[config.mk]
export PLATFORM = sky130hd
export DESIGN_NAME = elem_pred_seq
export DESIGN_NICKNAME = d
export VERILOG_FILES = /design/src/rtl/elem_pred_pkg.sv /design/src/rtl/epq_mask_bank.sv /design/src/rtl/epq_first_set.sv /design/src/rtl/epq_issue_ctrl.sv /design/src/rtl/elem_pred_seq.sv
export SDC_FILE = /design/constraint.sdc
export NUM_CORES = 1
export LEC_CHECK = 0
export ABC_AREA = 1
export CAP_MARGIN = 20
export CORE_ASPECT_RATIO = 0.9
export CORE_UTILIZATION = 35
export CTS_BUF_LIST = sky130_fd_sc_hd__clkbuf_8
export DETAILED_ROUTE_END_ITERATION = 8
export GPL_ROUTABILITY_DRIVEN = 0
export GPL_TIMING_DRIVEN = 0
export PLACE_DENSITY = 0.93
export SYNTH_ARGS = -nofsm -noshare
export SYNTH_HDL_FRONTEND = slang
export SYNTH_SLANG_ARGS = --single-unit
[constraint.sdc]
create_clock -name clk -period 3.4 [get_ports clk]
set_input_delay 1.02 -clock clk [delete_from_list [all_inputs] [get_ports clk]]
set_output_delay 1.02 -clock clk [all_outputs]
set_load 0.05 [all_outputs]
[src/rtl/elem_pred_pkg.sv]
package elem_pred_pkg;

  typedef enum logic {
    SQ_IDLE = 1'b0,
    SQ_RUN  = 1'b1
  } seq_state_e;

  typedef enum logic [1:0] {
    MC_NONE  = 2'd0,
    MC_FILL  = 2'd1,
    MC_TEST  = 2'd2,
    MC_WRITE = 2'd3
  } mask_cmd_e;

endpackage

[src/rtl/epq_mask_bank.sv]
module epq_mask_bank
  import elem_pred_pkg::*;
#(
  parameter int VLEN = 8,
  parameter int EW   = 16
) (
  input  logic                 clk,
  input  logic                 rst_n,
  input  logic                 fill_all,
  input  logic                 test_en,
  input  logic [VLEN*EW-1:0]   test_elems,
  input  logic                 wr_en,
  input  logic [VLEN-1:0]      wr_data,
  output logic [VLEN-1:0]      mask_q
);

  logic [VLEN-1:0] gt_zero;
  mask_cmd_e       cmd;
  logic [VLEN-1:0] mask_d;

  // One signed comparator per element lane.
  for (genvar g = 0; g < VLEN; g++) begin : g_lane
    logic signed [EW-1:0] lane_val;
    assign lane_val   = test_elems[g*EW +: EW];
    assign gt_zero[g] = (lane_val > 0);
  end

  // Command decode with fixed priority.
  always_comb begin
    if (fill_all)     cmd = MC_FILL;
    else if (test_en) cmd = MC_TEST;
    else if (wr_en)   cmd = MC_WRITE;
    else              cmd = MC_NONE;
  end

  always_comb begin
    unique case (cmd)
      MC_FILL:  mask_d = '1;
      MC_TEST:  mask_d = gt_zero;
      MC_WRITE: mask_d = wr_data;
      default:  mask_d = mask_q;
    endcase
  end

  always_ff @(posedge clk or negedge rst_n) begin
    if (!rst_n) mask_q <= '1;
    else        mask_q <= mask_d;
  end

  AST_FILL_ONES: assert property (@(posedge clk) disable iff (!rst_n)
    fill_all |=> (mask_q == '1));

  AST_TEST_LANE0: assert property (@(posedge clk) disable iff (!rst_n)
    (test_en && !fill_all) |=> (mask_q[0] == ($past($signed(test_elems[EW-1:0])) > 0)));

  AST_WRITE_LOW_PRIO: assert property (@(posedge clk) disable iff (!rst_n)
    (wr_en && !test_en && !fill_all) |=> (mask_q == $past(wr_data)));

  AST_HOLD_IDLE: assert property (@(posedge clk) disable iff (!rst_n)
    (!wr_en && !test_en && !fill_all) |=> $stable(mask_q));

endmodule

[src/rtl/epq_first_set.sv]
module epq_first_set #(
  parameter int W     = 8,
  parameter int IDX_W = (W > 1) ? $clog2(W) : 1
) (
  input  logic [W-1:0]     vec,
  output logic [IDX_W-1:0] idx,
  output logic             any
);

  always_comb begin
    idx = '0;
    for (int i = W - 1; i >= 0; i--) begin
      if (vec[i]) idx = IDX_W'(i);
    end
  end

  assign any = |vec;

endmodule

[src/rtl/epq_issue_ctrl.sv]
module epq_issue_ctrl
  import elem_pred_pkg::*;
#(
  parameter int VLEN  = 8,
  parameter int LEN_W = $clog2(VLEN + 1),
  parameter int IDX_W = (VLEN > 1) ? $clog2(VLEN) : 1
) (
  input  logic             clk,
  input  logic             rst_n,
  input  logic             start,
  input  logic             dense,
  input  logic [LEN_W-1:0] len_eff,
  input  logic [VLEN-1:0]  len_mask,
  input  logic [VLEN-1:0]  mask_now,
  output logic             iss_valid,
  input  logic             iss_ready,
  output logic [IDX_W-1:0] iss_idx,
  output logic             iss_we,
  output logic             busy,
  output logic             done
);

  seq_state_e       state_q;
  logic [VLEN-1:0]  snap_q;
  logic [VLEN-1:0]  pend_q;
  logic             dense_q;
  logic [LEN_W-1:0] len_q;
  logic             done_q;

  logic [VLEN-1:0]  pend_init;
  logic [VLEN-1:0]  pend_after;
  logic [IDX_W-1:0] pick_idx;
  logic             pick_any;
  logic             take;
  logic             accept;

  epq_first_set #(.W(VLEN), .IDX_W(IDX_W)) u_pick (
    .vec (pend_q),
    .idx (pick_idx),
    .any (pick_any)
  );

  // Full-scan walks every index below length; density-time only set ones.
  assign pend_init = dense ? (mask_now & len_mask) : len_mask;

  assign iss_valid = (state_q == SQ_RUN) && pick_any;
  assign iss_idx   = pick_idx;
  assign iss_we    = snap_q[pick_idx];
  assign take      = iss_valid && iss_ready;
  assign accept    = (state_q == SQ_IDLE) && start;

  always_comb begin
    pend_after = pend_q;
    if (take) pend_after[pick_idx] = 1'b0;
  end

  always_ff @(posedge clk or negedge rst_n) begin
    if (!rst_n) begin
      state_q <= SQ_IDLE;
      snap_q  <= '0;
      pend_q  <= '0;
      dense_q <= 1'b0;
      len_q   <= '0;
      done_q  <= 1'b0;
    end else begin
      done_q <= 1'b0;
      unique case (state_q)
        SQ_IDLE: begin
          if (accept) begin
            snap_q  <= mask_now;
            dense_q <= dense;
            len_q   <= len_eff;
            pend_q  <= pend_init;
            if (pend_init == '0) done_q  <= 1'b1;
            else                 state_q <= SQ_RUN;
          end
        end
        SQ_RUN: begin
          pend_q <= pend_after;
          if (take && (pend_after == '0)) begin
            state_q <= SQ_IDLE;
            done_q  <= 1'b1;
          end
        end
        default: state_q <= SQ_IDLE;
      endcase
    end
  end

  assign busy = (state_q == SQ_RUN);
  assign done = done_q;

  AST_STALL_HOLD: assert property (@(posedge clk) disable iff (!rst_n)
    (iss_valid && !iss_ready) |=> (iss_valid && $stable(iss_idx) && $stable(iss_we)));

  AST_DENSE_ACTIVE_ONLY: assert property (@(posedge clk) disable iff (!rst_n)
    (iss_valid && dense_q) |-> iss_we);

  AST_ASCENDING: assert property (@(posedge clk) disable iff (!rst_n)
    take |=> (!iss_valid || (iss_idx > $past(iss_idx))));

  AST_IDX_BELOW_LEN: assert property (@(posedge clk) disable iff (!rst_n)
    iss_valid |-> (LEN_W'(iss_idx) < len_q));

  AST_DONE_SINGLE: assert property (@(posedge clk) disable iff (!rst_n)
    done |=> !done);

  AST_DONE_NOT_BUSY: assert property (@(posedge clk) disable iff (!rst_n)
    done |-> (!busy && !iss_valid));

  AST_START_IGNORED: assert property (@(posedge clk) disable iff (!rst_n)
    (busy && start) |=> ($stable(snap_q) && $stable(dense_q) && $stable(len_q)));

  AST_RUN_HAS_WORK: assert property (@(posedge clk) disable iff (!rst_n)
    busy |-> iss_valid);

endmodule

[src/rtl/elem_pred_seq.sv]
module elem_pred_seq
  import elem_pred_pkg::*;
#(
  parameter int VLEN  = 8,
  parameter int EW    = 16,
  parameter int LEN_W = $clog2(VLEN + 1),
  parameter int IDX_W = (VLEN > 1) ? $clog2(VLEN) : 1
) (
  input  logic               clk,
  input  logic               rst_n,
  input  logic               start,
  input  logic               cfg_dense,
  input  logic [LEN_W-1:0]   cfg_len,
  input  logic               mask_set_all,
  input  logic               cmp_en,
  input  logic [VLEN*EW-1:0] cmp_elems,
  input  logic               mask_wr_en,
  input  logic [VLEN-1:0]    mask_wr_data,
  output logic [VLEN-1:0]    mask_q,
  output logic               iss_valid,
  input  logic               iss_ready,
  output logic [IDX_W-1:0]   iss_idx,
  output logic               iss_we,
  output logic               busy,
  output logic               done
);

  localparam logic [LEN_W-1:0] LEN_MAX = LEN_W'(VLEN);
  localparam logic [LEN_W-1:0] LEN_MIN = LEN_W'(1);

  logic [LEN_W-1:0] len_eff;
  logic [VLEN-1:0]  len_mask;

  // Clamp the requested length into 1..VLEN.
  always_comb begin
    if (cfg_len == '0)         len_eff = LEN_MIN;
    else if (cfg_len > LEN_MAX) len_eff = LEN_MAX;
    else                       len_eff = cfg_len;
  end

  for (genvar g = 0; g < VLEN; g++) begin : g_lenmask
    assign len_mask[g] = (LEN_W'(g) < len_eff);
  end

  epq_mask_bank #(.VLEN(VLEN), .EW(EW)) u_mask (
    .clk        (clk),
    .rst_n      (rst_n),
    .fill_all   (mask_set_all),
    .test_en    (cmp_en),
    .test_elems (cmp_elems),
    .wr_en      (mask_wr_en),
    .wr_data    (mask_wr_data),
    .mask_q     (mask_q)
  );

  epq_issue_ctrl #(.VLEN(VLEN), .LEN_W(LEN_W), .IDX_W(IDX_W)) u_ctrl (
    .clk       (clk),
    .rst_n     (rst_n),
    .start     (start),
    .dense     (cfg_dense),
    .len_eff   (len_eff),
    .len_mask  (len_mask),
    .mask_now  (mask_q),
    .iss_valid (iss_valid),
    .iss_ready (iss_ready),
    .iss_idx   (iss_idx),
    .iss_we    (iss_we),
    .busy      (busy),
    .done      (done)
  );

  AST_LEN_CLAMP: assert property (@(posedge clk) disable iff (!rst_n)
    (len_eff >= LEN_MIN) && (len_eff <= LEN_MAX));

endmodule

Word level (Yosys, flattened, before mapping)
Cells that the tools add are included.
{"block": "word_totals", "register_bits": 26, "in_bits": 148, "out_inout_bits": 15, "elab_cells": 73}
{"block": "op_classes", "order_cmp": 19, "n_eq_ne": 4, "muxes": 30, "n_bitwise": 4, "n_reduce_logical": 11}
{"operator": "> comparator 16 x 1 -> 1 bit, second input constant", "count": 8}
{"operator": "2-to-1 mux 3 bit", "count": 8}
{"operator": "2-to-1 mux 8 bit", "count": 3}
{"operator": "case mux 8 bit (3 select lines)", "count": 1}
{"operator": "AND 8 bit", "count": 2}
{"operator": "zero test 8 bit", "count": 2}
{"operator": "less-than comparator 3 x 4 -> 1 bit, first input constant", "count": 4}
{"operator": "case mux 8 bit (2 select lines)", "count": 1}
{"operator": "less-than comparator 1 x 4 -> 1 bit, first input constant", "count": 2}
{"operator": "less-than comparator 2 x 4 -> 1 bit, first input constant", "count": 2}
{"operator": "2-to-1 mux 1 bit", "count": 8}
{"operator": "2-to-1 mux 4 bit", "count": 2}
{"operator": "NOT 8 bit", "count": 1}
{"operator": "OR reduction 8 bit", "count": 1}
{"operator": "2-to-1 mux 2 bit", "count": 3}
{"operator": "logical AND 1 bit", "count": 5}
{"operator": "equality test 2 bit, second input constant", "count": 2}
{"operator": "> comparator 4 bit, second input constant", "count": 1}
{"operator": "zero test 4 bit", "count": 1}
{"operator": "less-than comparator 3 x 4 -> 1 bit, second input constant", "count": 1}
{"operator": "case mux 1 bit (2 select lines)", "count": 2}
{"operator": "binary-select mux 1 bit (select 3 bit)", "count": 1}
{"operator": "demux 1 bit (select 3 bit)", "count": 1}
{"operator": "greater-or-equal comparator 3 x 1 -> 1 bit, second input constant", "count": 1}
{"operator": "other kinds (5)", "count": 5}

Depth between registers and ports, before layout
Gate-level depths: netlist of the first run.
{"block": "logic_depth", "ltp_word": 19, "ltp_mapped": 15, "depth_no_buf": 15}

Hierarchy
From an unflattened synthesis of the first run, not the netlist that was laid out.
{"block": "unflattened", "hier_cells": 368, "hier_area_um2": 2198.4}
{"mod": "epq_issue_ctrl", "instances": 1, "cells_each": 131, "area_each_um2": 1028.5, "seq_area_each_um2": 450.4}
{"mod": "epq_mask_bank", "instances": 1, "cells_each": 196, "area_each_um2": 979.7, "seq_area_each_um2": 210.2}
{"mod": "epq_first_set", "instances": 1, "cells_each": 22, "area_each_um2": 98.8, "seq_area_each_um2": 0.0}
{"mod": "elem_pred_seq", "instances": 1, "cells_each": 19, "area_each_um2": 91.3, "seq_area_each_um2": 0.0}

Least setup slack after synthesis of the first run
Ideal clock, no wire load.
{"block": "synth_timing", "path_type": "register to output", "start": "register u_ctrl.pend_q[6]", "end": "output iss_we", "t_arrival_ps": 2265, "t_required_ps": 2380, "path_slack_ps": 115, "stages_incl_launch_ff": 11, "n_path_buf": 0, "cell_sequence": "dfrtp_1 > inv_1 > nand2_1 > nand2_1 > nand2_1 > nand2_1 > nand2_1 > a21oi_1 > or2_2 > nand3b_1 > nand4_1"}
{"block": "synth_between", "elab_chain_len": 9}
{"element": "start, declared", "line_no": "epq_issue_ctrl.sv:25", "rtl": "logic [VLEN-1:0] pend_q;"}
{"element": "start signal, assigned", "line_no": "epq_issue_ctrl.sv:73", "rtl": "pend_q <= pend_init;"}
{"element": "start signal, assigned", "line_no": "epq_issue_ctrl.sv:79", "rtl": "pend_q <= pend_after;"}
{"element": "2-to-1 mux 3 bit (7 in a row)", "line_no": "epq_first_set.sv:13", "rtl": "if (vec[i]) idx = IDX_W'(i);"}
{"element": "net iss_idx[0]", "line_no": "elem_pred_seq.sv:22", "rtl": "output logic [IDX_W-1:0] iss_idx,"}
{"element": "binary-select mux 1 bit (select 3 bit)", "line_no": "epq_issue_ctrl.sv:48", "rtl": "assign iss_we = snap_q[pick_idx];"}
{"element": "2-to-1 mux 1 bit (not written as such)", "line_no": "epq_issue_ctrl.sv:48"}
{"element": "end, declared", "line_no": "elem_pred_seq.sv:23", "rtl": "output logic iss_we,"}
The timed path passes the listed nets, and every way through them passes these cells. The select of a mux whose other input is x is not followed.

Worst setup path in the final report of the first run
{"block": "layout_timing", "start": "register u_ctrl.pend_q[6]", "end": "output iss_idx[0]"}
{"block": "layout_between", "elab_chain_len": 7}
{"element": "2-to-1 mux 3 bit (7 in a row)", "line_no": "epq_first_set.sv:13"}
{"element": "end, declared", "line_no": "elem_pred_seq.sv:22"}
No other way between the ends.

==> results of run 1 <==
-- routing by layer --
layer | track usage | vias up
met3 | 0.0650 | 29
met5 | 0 | -
met4 | 0.125 | 0
li1 | - | 1279
met2 | 0.519 | 131
met1 | 0.278 | 1175
-- cell usage after synthesis --
cell                        n
sky130_fd_sc_hd__dfrtp_1   18
sky130_fd_sc_hd__a211oi_1   1
sky130_fd_sc_hd__dfstp_2    8
sky130_fd_sc_hd__nor2_1    17
sky130_fd_sc_hd__a22oi_1    3
sky130_fd_sc_hd__o211ai_1  11
sky130_fd_sc_hd__a31oi_1    1
sky130_fd_sc_hd__nor2_8     1
sky130_fd_sc_hd__o21ai_1    1
sky130_fd_sc_hd__nand2_1   67
sky130_fd_sc_hd__clkinv_2   1
sky130_fd_sc_hd__a21oi_1   10
sky130_fd_sc_hd__o221ai_1   3
sky130_fd_sc_hd__nand3b_1   1
sky130_fd_sc_hd__nand4_1    4
sky130_fd_sc_hd__inv_2      4
sky130_fd_sc_hd__inv_1     29
sky130_fd_sc_hd__o21a_1     1
sky130_fd_sc_hd__nor2_4     1
sky130_fd_sc_hd__nand2_2    4
sky130_fd_sc_hd__nand2_4    3
sky130_fd_sc_hd__clkbuf_1   3
sky130_fd_sc_hd__nor2_2     3
sky130_fd_sc_hd__or2_2      1
sky130_fd_sc_hd__nor3_1    11
sky130_fd_sc_hd__nor4_1    25
sky130_fd_sc_hd__o21ai_0   29
sky130_fd_sc_hd__inv_4      1
sky130_fd_sc_hd__or2_0      1
sky130_fd_sc_hd__nand3_1    6
sky130_fd_sc_hd__nand3_4    1
-- power breakdown --
group	internal (W)	switching, W
sequential	0.000422	0.0000895
clock	0.000104	0.000100
combinational	0.000475	0.000733
total	0.00100	0.000923
-- cell type report --
| cell class | count | area share |
|---|---|---|
| clock buffer | 4 | 0.0150 |
| inverter | 35 | 0.0368 |
| tap | 65 | 0.0221 |
| timing repair buffer | 163 | 0.449 |
| buffer | 3 | 0.00307 |
| multi-input combinational | 206 | 0.294 |
| sequential | 26 | 0.180 |
-- cell families after synthesis --
| family | synth area share |
|---|---|
| buffers and inverters | 0.0775 |
| and+or+nand+nor | 0.386 |
| DFF | 0.350 |
| AOI/OAI and AO/OA | 0.187 |
-- how the worst min path moves through the flow --
stage                            startpoint                           end  slack [ps]
2_1_floorplan  u_ctrl.snap_q[6]$_DFFE_PN0P_  u_ctrl.snap_q[6]$_DFFE_PN0P_         450
3_3_place_gp   u_ctrl.snap_q[6]$_DFFE_PN0P_  u_ctrl.snap_q[6]$_DFFE_PN0P_         460
3_5_place_dp   u_ctrl.snap_q[0]$_DFFE_PN0P_  u_ctrl.snap_q[0]$_DFFE_PN0P_         480
4_1_cts        u_ctrl.snap_q[6]$_DFFE_PN0P_  u_ctrl.snap_q[6]$_DFFE_PN0P_         500
5_1_grt        u_ctrl.snap_q[6]$_DFFE_PN0P_  u_ctrl.snap_q[6]$_DFFE_PN0P_         520
6_report       u_ctrl.snap_q[6]$_DFFE_PN0P_  u_ctrl.snap_q[6]$_DFFE_PN0P_         490
-- critical path: stages, from the launching register on --
cell                              delay (ps)
sky130_fd_sc_hd__dfrtp_1                 420
sky130_fd_sc_hd__inv_1                    90
sky130_fd_sc_hd__nand2_1                  50
sky130_fd_sc_hd__nand2_1                  50
sky130_fd_sc_hd__nand2_1                  50
sky130_fd_sc_hd__nand2_1                  50
sky130_fd_sc_hd__nand2_1                  60
sky130_fd_sc_hd__a21oi_1                 270
sky130_fd_sc_hd__clkdlybuf4s50_1         870
-- through the flow --
step / area, um^2 / instances
floorplan: 1890 / 270
global placement: 3590 / 497
detailed placement: 3590 / 497
CTS: 3640 / 501
global route: 3670 / 502
finish: 3670 / 502
-- sequential cells by signal, summed over array words and instances (netlist names) --
register	count
u_ctrl.busy	1
u_ctrl.snap_q	8
u_ctrl.pend_q	8
u_ctrl.done	1
u_mask.mask_q	8
==> results.toml, run 1 <==
[min_path]
min_delay_path_depth = 2
worst_hold_path_type = "flip-flop to flip-flop"

[grt]
antenna_found_initial = 0
pin_count_of_the_biggest_net_entering_global_routing = 27
global_route.usage.total = 0.272
first_pass_grt_wire_length_mm = 12.0
grt_pass1_vias = 2707
grt_remaining_overflow = 0

[drt]
dr.max_layer_used = "met4"
totalWireLength_mm = 7.48
avgRoutedWirePerCell_um = 14.9
drtPass1Iterations = 4
route.layer.met1.wl_mm = 2.58
vias_per_cell = 5.21
routed-wl-met2_mm = 4.08
detail-route-antenna-nets = 0
dr.first_iter.drc_count = 155
detailroute.via_count = 2614
drc = 0
met3RoutedLength_um = 546

[final_layout]
final_core_util = 0.732
most_frequent_standard_cell_in_the_layout_excluding_fill_and_tap_cells = "sky130_fd_sc_hd__clkdlybuf4s50_1"
layout.cells.most_common_list = "sky130_fd_sc_hd__clkdlybuf4s50_1, sky130_fd_sc_hd__nand2_1, sky130_fd_sc_hd__inv_1, sky130_fd_sc_hd__o21ai_0, sky130_fd_sc_hd__nor4_1"
finalNetCount = 586
syn2layout_area_growth_pct = 94.5
antennaDiodeCount = 0
area_of_the_multi_input_gates_um2 = 1080
layout-drive-gt1-share = 0.0755
seq_area_um2 = 661
layout.filler_cells = 375

[placed_design]
port_buffers = 162
dp_worst_setup_slack_ps = 249
dpl.hpwl_mm = 6.58

[critical_path]
timing.rr.start = "u_ctrl.pend_q[2]$_DFFE_PN0P_"
startpoint = "u_ctrl.pend_q[6]$_DFFE_PN0P_"
startpoint_kind_of_the_worst_setup_timing_path = "flip-flop"
worstPathMaxFanout = 4
timing.critical_path.to = "iss_idx[0]"
ff2ff_path_depth = 14
cp_data_required_time_ps = 2380
data_arrival_time_of_the_critical_path_ps = 2180
regToRegSetupSlack_ps = 1740
critical_path.reg2reg.endpoint = "u_ctrl.busy$_DFF_PN0_"
cp-end-kind = "primary output"
setup.worst_path.class = "flip-flop to primary output"

[logic_synthesis]
postSynthCellCount = 270
post_synth_num_cell_types = 31
synthTopCellsByArea = "sky130_fd_sc_hd__dfrtp_1, sky130_fd_sc_hd__nand2_1, sky130_fd_sc_hd__dfstp_2, sky130_fd_sc_hd__nor4_1, sky130_fd_sc_hd__o21ai_0"
synthesis.nets = 418
synth-seq-cells = 26
synth.yosys.warnings = 0
seq_area_frac_synth = 0.350
synth.cell_area_um2 = 1890
syn_avg_cell_area_um2 = 6.99
top_cell_type_by_total_area_after_synthesis = "sky130_fd_sc_hd__dfrtp_1"
synth_top_cell_area_share = 0.239

[timing]
report.final.slew_viol_count = 0
finalHoldWorstSlack_ps = 490
post-route-min-period_ps = 3200
totalNegativeSetupSlack_ps = 0
rsz0062_at_grt = "false"
post-route-period-util = 0.942
setup-violations-final = 0
timing.slew.headroom = 0.638
highest_clock_rate_mhz = 312
clock_skew_ps = 3.67
timing.final.hold_violations = 0
fin_worst_setup_slack_ps = 197
worst_pin_slew_ps = 542

[clocking]
clock_sink_count = 26
clkSlewWorstSetupHoldPaths_ps = 90
post-cts-setup-buffer-count = 0
insertion_delay_ps = 270
cts-buffers-inserted = 3
cts_tree = "built"
clock-root-buffer = "sky130_fd_sc_hd__clkbuf_8"
max-clock-path-buffers = 2
post_cts_hold_buffer_count = 0
cts_repair_resize_count = 1
cts_htree_levels = 1

[floorplanning]
placementRows = 24
dieArea_um2 = 5690
start_util = 0.376
core_area_um2 = 5010
chipHeight_um = 71.7
design.portCount = 163
floorplan.die.width_um = 79.4

[power]
power_density_nw_per_um2 = 524
static-leakage-power_nw = 1.51
ir_drop_mv = 0.679
finalPower_w = 0.00192

[status]
run_status = "completed"

[run]
max_cap_violations = 0
Note: power is estimated with default switching activity, not from simulation.
==> inputs of run 2 (changes only) <==
Settings changed: ABC_AREA 1 to not set, MAX_ROUTING_LAYER set to met4, PLACE_DENSITY 0.93 to 0.94, REMOVE_ABC_BUFFERS set to 1.
==> run 2 against run 1 <==
Against the previous run:
- via count fell by 11%
- wire length fell by 10%
- register-to-register slack got worse by 320 ps
- critical path type unchanged
- critical endpoint is now iss_idx[2]
- highest routed layer unchanged
==> results.toml, run 2 <==
[clocking]
clkSlewWorstSetupHoldPaths_ps = 90
insertion_delay_ps = 270
cts_htree_levels = 1
max-clock-path-buffers = 2
post-cts-setup-buffer-count = 0
cts-buffers-inserted = 3
cts_repair_resize_count = 3
post_cts_hold_buffer_count = 0
clock-root-buffer = "sky130_fd_sc_hd__clkbuf_8"
cts_tree = "built"
clock_sink_count = 26

[status]
run_status = "completed"

[timing]
report.final.slew_viol_count = 0
timing.final.hold_violations = 0
post-route-min-period_ps = 3310
highest_clock_rate_mhz = 302
rsz0062_at_grt = "false"
worst_pin_slew_ps = 729
clock_skew_ps = 4.99
timing.slew.headroom = 0.513
setup-violations-final = 0
post-route-period-util = 0.974
totalNegativeSetupSlack_ps = 0

[logic_synthesis]
synth_most_common_cell = "sky130_fd_sc_hd__nor4_1"
synth.yosys.warnings = 0
synthArstFlopShare = 1.00
top_cell_type_by_total_area_after_synthesis = "sky130_fd_sc_hd__dfrtp_1"
post_synth_num_cell_types = 41
synth.cell_area_um2 = 1840
syn_avg_cell_area_um2 = 8.95
synth-seq-cells = 26
number_of_flops_mapped_to_enable_cells_by_yosys = 0
postSynthCellCount = 205
synth_commonest_cells = "sky130_fd_sc_hd__nor4_1, sky130_fd_sc_hd__dfrtp_1, sky130_fd_sc_hd__nor2_1"
synth_top_cell_area_share = 0.245
yosys_most_used_dff = "sky130_fd_sc_hd__dfrtp_1"
synthTopCellsByArea = "sky130_fd_sc_hd__dfrtp_1, sky130_fd_sc_hd__dfstp_2, sky130_fd_sc_hd__nor4_1, sky130_fd_sc_hd__mux2i_1, sky130_fd_sc_hd__mux2_2"
seq_area_frac_synth = 0.360

[placed_design]
dpl.hpwl_mm = 5.80
port_buffers = 162
place_inst = 422
dpl-instance-area_um2 = 3510

[floorplanning]
start_util = 0.370
design.portCount = 163
floorplan.die.width_um = 78.3
core_area_um2 = 4950
placementRows = 24
dieArea_um2 = 5540
chipHeight_um = 70.7

[drt]
totalWireLength_mm = 6.72
detailroute.via_count = 2324
vias_per_cell = 5.46
detail-route-antenna-nets = 0
drc = 0
avgRoutedWirePerCell_um = 15.8
drtPass1Iterations = 4
dr.first_iter.drc_count = 137

[power]
static-leakage-power_nw = 1.36
finalPower_w = 0.00197
power_density_nw_per_um2 = 548
ir_drop_mv = 0.959

[final_layout]
most_frequent_standard_cell_in_the_layout_excluding_fill_and_tap_cells = "sky130_fd_sc_hd__clkdlybuf4s50_1"
layout.filler_cells = 373
fin_area_um2 = 3590
layout.cells.most_common_list = "sky130_fd_sc_hd__clkdlybuf4s50_1, sky130_fd_sc_hd__nor4_1, sky130_fd_sc_hd__dfrtp_1, sky130_fd_sc_hd__nor2_1, sky130_fd_sc_hd__o21ai_0"
syn2layout_area_growth_pct = 95.6
antennaDiodeCount = 0
finalNetCount = 510
layout-drive-gt1-share = 0.0886
instances_no_fill = 426
layout_top_registers = "u_ctrl.pend_q (8), u_ctrl.snap_q (8), u_mask.mask_q (8)"

[critical_path]
timing.rr.start = "u_ctrl.pend_q[0]$_DFFE_PN0P_"
worstPathMaxFanout = 10
timing.critical_path.to = "iss_idx[2]"
cp_data_required_time_ps = 2380
startpoint = "u_ctrl.pend_q[0]$_DFFE_PN0P_"
regToRegSetupSlack_ps = 1420
data_arrival_time_of_the_critical_path_ps = 2290
critical_path.reg2reg.endpoint = "u_ctrl.done$_DFF_PN0_"
startpoint_kind_of_the_worst_setup_timing_path = "flip-flop"
cp-end-kind = "primary output"
setup.worst_path.class = "flip-flop to primary output"
ff2ff_path_depth = 5

[grt]
pin_count_of_the_biggest_net_entering_global_routing = 22
grt_pass1_vias = 2350
first_pass_grt_wire_length_mm = 11.1
grt_remaining_overflow = 0
global_route.usage.total = 0.262
antenna_found_initial = 0

[min_path]
min_delay_path_depth = 2
worstHoldStart = "u_ctrl.snap_q[2]$_DFFE_PN0P_"
worst_hold_path_type = "flip-flop to flip-flop"

[run]
max_cap_violations = 0
## run 2: changes by cell type after synthesis, sizes merged, moves of 6 or more
cell / previous run / this run
mux2i: 0 / 8
nand2: 74 / 5
inv: 34 / 7
o211ai: 11 / 3
nor2: 22 / 16
a211o: 0 / 8
o21ai: 30 / 12
mux2: 0 / 7
a41oi: 0 / 8
## run 2: layout make-up
class | count | area (um^2) | area share
repair buffers | 163 | 1640 | 0.458
clock buffers | 3 | 41.3 | 0.0115
flip-flops and latches | 26 | 661 | 0.184
multi-input cells | 161 | 1110 | 0.308
inverters | 7 | 26.3 | 0.00732
clock inverters | 1 | 30.0 | 0.00836
well taps | 65 | 81.3 | 0.0226
## run 2: worst min-delay path by stage
stage	end	slack, ps
finish	u_ctrl.snap_q[2]$_DFFE_PN0P_	510
global route	u_ctrl.snap_q[0]$_DFFE_PN0P_	530
detailed placement	u_ctrl.snap_q[2]$_DFFE_PN0P_	480
floorplan	u_ctrl.snap_q[2]$_DFFE_PN0P_	440
global placement	u_ctrl.snap_q[2]$_DFFE_PN0P_	460
CTS	u_ctrl.snap_q[2]$_DFFE_PN0P_	510
## run 2: cells by family after synthesis
kind of cell	synth area share
mux	0.0866
simple gates	0.230
buf+inv	0.0457
compound gates	0.267
fa+ha+maj	0.0109
flops	0.360
## run 2: worst max-delay path: stages (launching register included)
cell	delay, ps
sky130_fd_sc_hd__dfrtp_1	500
sky130_fd_sc_hd__or4_4	600
sky130_fd_sc_hd__nor2_1	120
sky130_fd_sc_hd__clkdlybuf4s50_1	800
## run 2: stage by stage
stage          hold slack [ps]  worst slack (ps)   util
6_report                   506              88.9  0.725
5_1_grt                    534              2.80  0.725
4_1_cts                    505              71.3  0.723
3_5_place_dp               484              -224  0.708
3_3_place_gp               461              -192  0.703
2_1_floorplan              442               472      -
## run 2: power breakdown
part           total (W)  leakage (nW)  switching (W)  internal [W]
clock           0.000255        0.0357      0.0000971      0.000157
sequential      0.000539         0.297       0.000129      0.000411
combinational    0.00118          1.03       0.000652      0.000523
## run 2: per-layer routing
metal / track usage / wire, um / share of wire
met5: - / 0 / 0
met4: 0.0782 / 102 / 0.015
met3: 0.0529 / 435 / 0.065
met2: 0.459 / 3570 / 0.53
met1: 0.300 / 2620 / 0.39
==> inputs of run 3 (changes only) <==
Settings changed: CAP_MARGIN 20 to 0.
==> run 3 against run 2 <==
Against the previous run:
- clock skew is 1.8 ps lower
- sequential cell count stayed put
- cell area is 1.4% lower
- non-clock buffer count is 1 lower
- fmax hardly changed
- die area stayed put
- sequential power is 0.9% lower
- critical path type unchanged
- utilization is 1.0 points lower
- combinational power hardly changed
- cell count is 0.23% lower
- highest routed layer unchanged
==> results.toml, run 3 (same netlist as run 2, synthesis figures left out) <==
[status]
run_status = "completed"

[critical_path]
cp_data_required_time_ps = 2380
data_arrival_time_of_the_critical_path_ps = 2290
worstPathMaxFanout = 10
cp-end-kind = "primary output"
startpoint_kind_of_the_worst_setup_timing_path = "flip-flop"
setup.worst_path.class = "flip-flop to primary output"

[min_path]
worst_hold_path_type = "flip-flop to flip-flop"

[power]
ir_drop_mv = 0.978
comb_pwr_share = 0.613
power_density_nw_per_um2 = 536
clock_network_fraction_of_design_power = 0.106
internal-power_w = 0.00103
static-leakage-power_nw = 1.34
p_sw_w = 0.000866
finalPower_w = 0.00190
power_frac_seq = 0.281
switching_share = 0.457

[final_layout]
most_frequent_standard_cell_in_the_layout_excluding_fill_and_tap_cells = "sky130_fd_sc_hd__clkdlybuf4s50_1"
layout.filler_cells = 366
layout_top_registers = "u_ctrl.pend_q (8), u_ctrl.snap_q (8), u_mask.mask_q (8)"
syn2layout_area_growth_pct = 92.9
layout-drive-gt1-share = 0.0833
finalNetCount = 509
antennaDiodeCount = 0
layout.cells.most_common_list = "sky130_fd_sc_hd__clkdlybuf4s50_1, sky130_fd_sc_hd__nor4_1, sky130_fd_sc_hd__dfrtp_1, sky130_fd_sc_hd__nor2_1, sky130_fd_sc_hd__o21ai_0"

[timing]
post-route-min-period_ps = 3310
timing.final.hold_violations = 0
report.final.slew_viol_count = 0
clock_skew_ps = 3.21
rsz0062_at_grt = "false"
highest_clock_rate_mhz = 302
worst_pin_slew_ps = 1120
setup-violations-final = 0
timing.slew.headroom = 0.251
finalHoldWorstSlack_ps = 487
fin_worst_setup_slack_ps = 90.2
post-route-period-util = 0.973

[run]
max_cap_violations = 0

[grt]
pin_count_of_the_biggest_net_entering_global_routing = 27
first_pass_grt_wire_length_mm = 11.1
antenna_found_initial = 0
global_route.usage.total = 0.264
grt_remaining_overflow = 0
grt_pass1_vias = 2437

[clocking]
clock-root-buffer = "sky130_fd_sc_hd__clkbuf_8"
cts-buffers-inserted = 3
cts_tree = "built"
clkSlewWorstSetupHoldPaths_ps = 90
insertion_delay_ps = 270
cts_htree_levels = 1
max-clock-path-buffers = 2
clock_sink_count = 26

[floorplanning]
floorplan.die.width_um = 78.3
start_util = 0.370
chipHeight_um = 70.7
core_area_um2 = 4950
placementRows = 24
design.portCount = 163
dieArea_um2 = 5540

[drt]
detailroute.via_count = 2306
totalWireLength_mm = 6.67
avgRoutedWirePerCell_um = 15.7
dr.first_iter.drc_count = 88
drc = 0
detail-route-antenna-nets = 0
vias_per_cell = 5.43
drtPass1Iterations = 4

[placed_design]
dp_worst_setup_slack_ps = -205
dpl.hpwl_mm = 5.70
port_buffers = 162
[run 3: changes by cell type in the layout (fill, tap and decap cells not counted)]
cell / previous run / this run
sky130_fd_sc_hd__buf_16: 1 / 0
sky130_fd_sc_hd__bufinv_16: 1 / 0
sky130_fd_sc_hd__clkbuf_8: 3 / 4
sky130_fd_sc_hd__nor4_1: 25 / 26
sky130_fd_sc_hd__nor4_2: 2 / 1
[run 3: power groups by stage]
stage	logic, W	registers, W	clock network (W)
global route	0.00126	0.000552	0.000219
floorplan	0.000698	0.000547	0
finish	0.00116	0.000534	0.000201
CTS	0.00117	0.000530	0.000205
global placement	0.00115	0.000525	0
detailed placement	0.00117	0.000532	0
[run 3: what timing repair did]
item                                   CTS  global route
buffers inserted                         0             0
setup endpoints to repair                2             1
endpoints found under the hold margin    0             0
resized for setup                        4             2
hold buffers                             0             0
[run 3: area by class of cell]
class	count	area [um^2]	share of cell area
Timing Repair Buffer	162	1620	0.457
Multi-Input combinational cell	161	1100	0.311
Clock buffer	4	55.1	0.0155
Tap cell	65	81.3	0.0230
Inverter	7	26.3	0.00742
Sequential cell	26	661	0.187
[run 3: final timing paths]
| check | cells past startpoint | slack, ps | startpoint | end |
|---|---|---|---|---|
| max | 3 | 90 | u_ctrl.pend_q[0]$_DFFE_PN0P_ | iss_idx[2] |
| max reg2reg | 5 | 1440 | u_ctrl.pend_q[0]$_DFFE_PN0P_ | u_ctrl.done$_DFF_PN0_ |
| min in group asynchronous | 1 | 1350 | rst_n | u_ctrl.snap_q[0]$_DFFE_PN0P_ |
| min | 2 | 490 | u_ctrl.snap_q[2]$_DFFE_PN0P_ | u_ctrl.snap_q[2]$_DFFE_PN0P_ |
| max in group asynchronous | 1 | 1390 | rst_n | u_ctrl.snap_q[7]$_DFFE_PN0P_ |
| min reg2reg | 2 | 490 | u_ctrl.snap_q[2]$_DFFE_PN0P_ | u_ctrl.snap_q[2]$_DFFE_PN0P_ |
[run 3: critical path, cell delays in order (launching register included)]
cell	delay, ps
sky130_fd_sc_hd__dfrtp_1	490
sky130_fd_sc_hd__or4_4	600
sky130_fd_sc_hd__nor2_1	120
sky130_fd_sc_hd__clkdlybuf4s50_1	800
[run 3: metal layers]
layer,part of all wire,GRT usage,vias to the layer above
li1,-,-,1131
met1,0.39,0.288,1064
met2,0.52,0.462,94
met3,0.063,0.0632,17
met4,0.022,0.103,0
met5,0,-,-
[run 3: stage by stage]
step | utilization | TNS (ps) | std cells | area (um^2)
6_report | 0.715 | 0 | 425 | 3540
3_3_place_gp | 0.703 | -192 | 421 | 3480
4_1_cts | 0.715 | 0 | 425 | 3540
3_5_place_dp | 0.703 | -205 | 421 | 3480
5_1_grt | 0.715 | 0 | 425 | 3540
2_1_floorplan | - | 0 | 194 | 1780
